File: src/rtl/cpurst_pkg.sv
package cpurst_pkg;
    typedef enum logic [1:0] {
        ST_RESET   = 2'd0,
        ST_STRETCH = 2'd1,
        ST_HOLD    = 2'd2,
        ST_DONE    = 2'd3
    } seq_state_e;

    typedef struct packed {
        seq_state_e state;
        logic       cpu_rst_n;
        logic       strap_oe;
        logic       done;
    } seq_regs_t;
endpackage

File: src/rtl/rst_sync2.sv
module rst_sync2 (
    input  logic clk,
    input  logic arst_n,
    output logic rst_ok
);
    logic [1:0] sync_d, sync_q;

    always_comb begin
        sync_d = {sync_q[0], 1'b1};
    end

    always_ff @(posedge clk or negedge arst_n) begin
        if (!arst_n) sync_q <= 2'b00;
        else         sync_q <= sync_d;
    end

    assign rst_ok = sync_q[1];
endmodule

File: src/rtl/seq_downcnt.sv
module seq_downcnt #(
    parameter int W = 8
) (
    input  logic         clk,
    input  logic         arst_n,
    input  logic         load,
    input  logic [W-1:0] load_val,
    output logic         is_zero
);
    logic [W-1:0] cnt_d, cnt_q;

    always_comb begin
        cnt_d = cnt_q;
        if (load)                cnt_d = load_val;
        else if (cnt_q != '0)    cnt_d = cnt_q - 1'b1;
    end

    always_ff @(posedge clk or negedge arst_n) begin
        if (!arst_n) cnt_q <= '0;
        else         cnt_q <= cnt_d;
    end

    assign is_zero = (cnt_q == '0);
endmodule

File: src/rtl/cpurst_strap_seq.sv
module cpurst_strap_seq #(
    parameter int   STRETCH_CYCLES = 100000,
    parameter int   SETUP_MIN      = 4,
    parameter int   HOLD_CYCLES    = 4,
    parameter logic STRAP_LEVEL    = 1'b0
) (
    input  logic clk,
    input  logic plat_rst_n,
    output logic cpu_rst_n,
    output logic strap_o,
    output logic strap_oe,
    output logic seq_done
);
    import cpurst_pkg::*;

    localparam int MAX_CNT = (STRETCH_CYCLES > HOLD_CYCLES) ? STRETCH_CYCLES : HOLD_CYCLES;
    localparam int CNT_W   = $clog2(MAX_CNT + 1);
    localparam logic [CNT_W-1:0] STRETCH_LOAD = CNT_W'(STRETCH_CYCLES - 1);
    localparam logic [CNT_W-1:0] HOLD_LOAD    = CNT_W'(HOLD_CYCLES - 1);

    generate
        if (HOLD_CYCLES < 2 || HOLD_CYCLES > 20) begin : g_bad_hold
            $error("HOLD_CYCLES must be within 2..20");
        end
        if (STRETCH_CYCLES < SETUP_MIN) begin : g_bad_stretch
            $error("STRETCH_CYCLES must cover the strap setup window");
        end
    endgenerate

    logic            rst_ok;
    logic            cnt_zero;
    logic            cnt_load;
    logic [CNT_W-1:0] cnt_val;
    seq_regs_t       r_d, r_q;

    rst_sync2 u_sync (
        .clk    (clk),
        .arst_n (plat_rst_n),
        .rst_ok (rst_ok)
    );

    seq_downcnt #(.W(CNT_W)) u_cnt (
        .clk      (clk),
        .arst_n   (plat_rst_n),
        .load     (cnt_load),
        .load_val (cnt_val),
        .is_zero  (cnt_zero)
    );

    always_comb begin
        r_d      = r_q;
        cnt_load = 1'b0;
        cnt_val  = STRETCH_LOAD;
        if (!rst_ok) begin
            r_d.state = ST_RESET;
        end else begin
            unique case (r_q.state)
                ST_RESET: begin
                    r_d.state = ST_STRETCH;
                    cnt_load  = 1'b1;
                    cnt_val   = STRETCH_LOAD;
                end
                ST_STRETCH: begin
                    if (cnt_zero) begin
                        r_d.state = ST_HOLD;
                        cnt_load  = 1'b1;
                        cnt_val   = HOLD_LOAD;
                    end
                end
                ST_HOLD: begin
                    if (cnt_zero) r_d.state = ST_DONE;
                end
                ST_DONE: r_d.state = ST_DONE;
                default: r_d.state = ST_RESET;
            endcase
        end
        r_d.cpu_rst_n = (r_d.state == ST_HOLD) || (r_d.state == ST_DONE);
        r_d.strap_oe  = (r_d.state != ST_DONE);
        r_d.done      = (r_d.state == ST_DONE);
    end

    always_ff @(posedge clk or negedge plat_rst_n) begin
        if (!plat_rst_n) begin
            r_q.state     <= ST_RESET;
            r_q.cpu_rst_n <= 1'b0;
            r_q.strap_oe  <= 1'b1;
            r_q.done      <= 1'b0;
        end else begin
            r_q <= r_d;
        end
    end

    assign cpu_rst_n = r_q.cpu_rst_n;
    assign strap_oe  = r_q.strap_oe;
    assign strap_o   = STRAP_LEVEL;
    assign seq_done  = r_q.done;
endmodule

File: config.mk
export PLATFORM = sky130hd
export DESIGN_NAME = cpurst_strap_seq
export DESIGN_NICKNAME = d
export VERILOG_FILES = /design/src/rtl/cpurst_pkg.sv /design/src/rtl/rst_sync2.sv /design/src/rtl/seq_downcnt.sv /design/src/rtl/cpurst_strap_seq.sv
export SDC_FILE = /design/constraint.sdc
export NUM_CORES = 1
export LEC_CHECK = 0
export ABC_AREA = 1
export ABC_CLOCK_PERIOD_IN_PS = 2100
export CORE_UTILIZATION = 45
export CTS_BUF_LIST = sky130_fd_sc_hd__clkbuf_2
export CTS_CLUSTER_DIAMETER = 150
export CTS_CLUSTER_SIZE = 30
export DETAILED_ROUTE_END_ITERATION = 16
export DONT_BUFFER_PORTS = 1
export GPL_ROUTABILITY_DRIVEN = 0
export SYNTH_ARGS = -nofsm -noshare
export SYNTH_HDL_FRONTEND = slang
export SYNTH_SLANG_ARGS = --single-unit
File: constraint.sdc
create_clock -name clk -period 2.1 [get_ports clk]
set_clock_uncertainty 0.1 [all_clocks]
set_input_delay 0.21 -clock clk [delete_from_list [all_inputs] [get_ports clk]]
set_output_delay 0.21 -clock clk [all_outputs]
set_load 0.05 [all_outputs]
# Word level (Yosys, flattened, before mapping)

Index checks and enable logic that the tools add are counted.

Register bits after elaboration: 24
Input port bits: 2
Output and inout port bits: 4
Logic and storage cells: 30

$add $sub $neg: 1
Eq/ne operators: 6
Mux-type cells: 12
Reductions and logical operators: 5

Operators with widths:

| operator                | number |
|---|---|
| $mux W17                | 5 |
| $logic_not A17 Y1       | 1 |
| $reduce_bool A17 Y1     | 1 |
| $sub A17 B1 Y17 const B | 1 |
| $eq A2 B2 Y1 const B    | 4 |
| $pmux W2 S4             | 1 |
| $mux W2                 | 3 |
| $eq A2 B1 Y1 const B    | 1 |
| $logic_not A2 Y1        | 1 |
| $mux W1                 | 2 |
| $ne A2 B2 Y1 const B    | 1 |
| $pmux W1 S2             | 1 |
| $reduce_bool A2 Y1      | 1 |
| $logic_or A1 B1 Y1      | 1 |

# Logic depth before layout (Yosys ltp)

Depth after elaboration: 6
Depth in mapped cells: 10
Depth with buffers taken out: 9

# By module

Synthesis repeated with hierarchy kept, for this count alone.

Cells, all modules: 196
Area, all modules: 1,448.9 um2

Modules (own cells, without submodules):

| module           | instances | cells each | area an instance (um2) | sequential area each (um2) |
|---|---|---|---|---|
| seq_downcnt      | 1         | 170        | 1,181.1                | 425.4 |
| cpurst_strap_seq | 1         | 23         | 214.0                  | 126.4 |
| rst_sync2        | 1         | 3          | 53.8                   | 50.0 |

# Worst setup path before layout

OpenSTA, ideal clock, no wires.

Path kind: register to register
From: register u_cnt.cnt_q[0]
To: register u_cnt.cnt_q[8]
Setup time: 0.066 ns
Arrival: 1.315 ns
Required time: 1.934 ns
Slack: 0.619 ns
Cell stages (with the launch flop): 7
Path buffers: 0
Period minus slack after synthesis: 1.481 ns
Path through: dfrtp_1 -> inv_1 -> ha_1 -> nand2_1 -> nor2_4 -> xor2_1 -> and3_1

Word-level cells in the longest chain between the ends: 5
Elaborated cells on any way between the ends: 9
Those cells by class: add/sub (1); mux (5); reduce/logical (3)

Ends and longest elaborated chain:

| item                                                                    | RTL line          | RTL |
|---|---|---|
| start, declared                                                         | seq_downcnt.sv:10 | `logic [W-1:0] cnt_d, cnt_q;` |
| start signal, assigned                                                  | seq_downcnt.sv:20 | `else cnt_q <= cnt_d;` |
| parallel branches: the longest is 5 deep, another holds $sub A17 B1 Y17 | n/a               |  |

Several ways; the timed one is not identified. The select of a mux whose other input is x is not followed.
A chain may end at the register's enable or synchronous reset.

# Final worst setup path

Same ends and word-level chain as after synthesis.

==> reports/summary.txt <==
status: finished clean
critical-path cell list: inv_1 > ha_1 > nand3_1 > nor2_2 > nand2_2 > nand2_1 > nand2_2 > and3_1
drt total wl: 2659 um
FP Rows: 19
CTS Buf Count: 3
pre-CTS setup slack: 0.3283 ns
post-CTS sizing: 0
Antenna Violating Nets Remaining: 0
Post-Syn Instances: 170
Avg Cell Area, Syn: 7.868 um^2
starting density of the core: 48.09%
CTS tree: yes
Multi-input gate area: 625.6 um^2
number of global-route vias before repair: 1,038
commonest non-fill, non-tap cell in the layout: nand2_1
area taken by flip-flops and latches: 601.8 um^2
# IOs: 6
RSZ-0062 raised after global routing: no
Clk pwr share: 32.1%
Setup crit end kind: flip-flop
hpwl dp: 1878 um
setup TNS: 0 ns
die height: 56.52 um
Buf/Inv on CP: 1
R2R depth: 8
H-tree levels: 1
CTS max path bufs: 2
Ys Warns: 0
max cap viols: 0
Leakage: 0.0007122 uW
delay-heaviest family, CP: simple AND/OR/NAND/NOR gates
Synth Cell Area: 0.001338 mm^2
Gate power share: 13.2%
WP depth: 8
critical path data arrival time: 1.98 ns
post-synthesis sequential area ratio: 45.00%
Die Area: 0.003195 mm^2
net load switching power: 258.6 uW
worst endpoint required time: 2.28 ns
total internal power: 703.4 uW
NumNets Final: 178
achievable frequency: 556.9 MHz
Worst Setup Slack, final: 0.3042 ns
IO Port Bufs: 0
clock-pin slew of the registers on the worst-case setup and hold paths: 0.24 ns
Clock Root Buffer: clkbuf_2
share of layout cells above drive strength 1: 12.72%
max-slew violation count: 0
synth unique cells: 29
via count: 1,064
gr usage total: 19.02%
Worst-Skew Late Latency: 0.35 ns
Syn-to-layout area delta: 6.735%
most frequent cells in the layout: nand2_1 (38), dfrtp_1 (23), inv_1 (21), nor2_1 (20), nand3_1 (16)
wire length of the first global-routing pass: 4657 um
switch share: 26.88%
Seq pwr share: 54.6%
Core Footprint: 0.002781 mm^2
CP Max Fanout: 12
post-route minimum period: 1.796 ns
most used cell, CP: nand2_2
drt wl/cell: 13.03 um
largest net degree at the start of global routing: 25
# diodes: 0
vias per cell: 5.216
syn nets: 174
slowest CP cell: dfrtp_1
Die X-Extent: 56.52 um
global route overflow: 0
period utilization: 85.51%
critical path's largest stage delay: 0.43 ns
Synth Register Bits: 24
Fillers: 250
Startpoint Class: flip-flop
clk sinks: 24
final setup fails: 0
1st-iter DRT viols: 52
Cell Pwr Density: 673.8 mW/mm^2
Crit Path Category: flip-flop to flip-flop
Peak VDD IR: 580.9 uV
initial antenna violation count: 0
DRC: 0
Hold Vio Cnt, Final: 0
total iterations of the first detailed-routing run: 4
min-delay worst type: primary input to async pin
## cells by family after synthesis
kind of cell             Yosys count  synth area share [%]
XOR/XNOR                           5                 3.275
AO/OA/AOI/OAI                     16                 7.577
adder cells (fa/ha/maj)            2                 1.871
AND/OR/NAND/NOR                   95                 33.49
buffers and inverters             26                 8.232
flip-flops                        24                 45.00
other                              2                0.5615
## worst reg2reg max path: cells and delay by family (launching register included)
| kind | cells | cell delay, ns |
|---|---|---|
| fa+ha+maj | 1 | 0.21 |
| buf+inv | 1 | 0.13 |
| simple gates | 6 | 0.88 |
| flops | 1 | 0.43 |
## per-stage QoR
step           hold slack (ns)  instances  total power, uW  instance area (um^2)  util [%]
3_3_place_gp           -0.1850        198            645.0                  1353     48.63
3_5_place_dp           -0.1849        198            645.9                  1353     48.63
2_1_floorplan          -0.1856        170            623.8                  1338         -
5_1_grt                 0.1241        204             1010                  1428     51.33
4_1_cts                 0.1379        204            972.8                  1428     51.33
6_report                0.1359        204            961.9                  1428     51.33
## state kept, by name, summed over array words and instances, names as in the netlist
| register | flops |
|---|---|
| u_cnt.cnt_q | 17 |
| r_q | 2 |
| u_sync.sync_q | 2 |
| cpu_rst_n | 1 |
| seq_done | 1 |
| strap_oe | 1 |
## path summary, 6_finish.rpt
| kind | start | end | slack (ns) |
|---|---|---|---|
| setup reg to reg | u_cnt.cnt_q[0] | u_cnt.cnt_q[8] | 0.30 |
| hold reg to reg | u_sync.sync_q[0] | u_sync.sync_q[1] | 0.29 |
| min in group clk | u_sync.sync_q[0] | u_sync.sync_q[1] | 0.29 |
| max in group asynchronous | plat_rst_n | strap_oe | 1.53 |
| setup / recovery | u_cnt.cnt_q[0] | u_cnt.cnt_q[8] | 0.30 |
| hold / removal | plat_rst_n | u_cnt.cnt_q[11] | 0.14 |
## cell type report
type / instances / area share (%)
flip-flops and latches: 24 / 42.16
multi-input cells: 120 / 43.82
clock buffers: 3 / 1.052
well taps: 31 / 2.717
repair buffers: 2 / 2.103
clock inverters: 1 / 2.103
inverters: 23 / 6.047
## repair_timing
item | 4_1_cts | 5_1_grt
buffers inserted | 0 | 0
endpoints found under the setup margin | 0 | 0
hold buffers | 2 | 0
hold endpoints to repair | 24 | 0
## synth_stat cells, drive strengths merged
master	instances	area, um^2
o21bai	1	7.510
clkinv	1	3.750
a211oi	1	7.510
o211ai	3	22.52
dfrtp	23	575.6
and3	2	12.51
conb	2	7.510
o22ai	1	6.260
inv	22	82.58
xnor2	2	17.52
o2111ai	1	8.760
o21ai	3	15.01
nor2	29	146.4
dfstp	1	26.28
a21oi	5	25.02
buf	3	23.77
nand4	4	25.02
ha	2	25.02
xor2	3	26.28
o2bb2ai	1	8.760
nand2	43	173.9
nand3	17	90.09
## power by group through the flow
stage	Combinational (uW)	Sequential [uW]	Clock (uW)
after floorplan	97.5	526	0
after global placement	113	532	0
after detailed placement	113	533	0
after CTS	129	524	319
after global routing	145	529	337
final	127	526	309
## metal layers
| layer | part of all wire, % | vias to the layer above | track usage, % |
|---|---|---|---|
| met5 | 0 | - | 0 |
| li1 | - | 546 | - |
| met3 | 4.3 | 6 | 4.839 |
| met2 | 45 | 25 | 30.59 |
| met1 | 48 | 487 | 25.26 |
| met4 | 2.1 | 0 | 5.575 |
No activity file was read; power rests on OpenSTA's default activity.
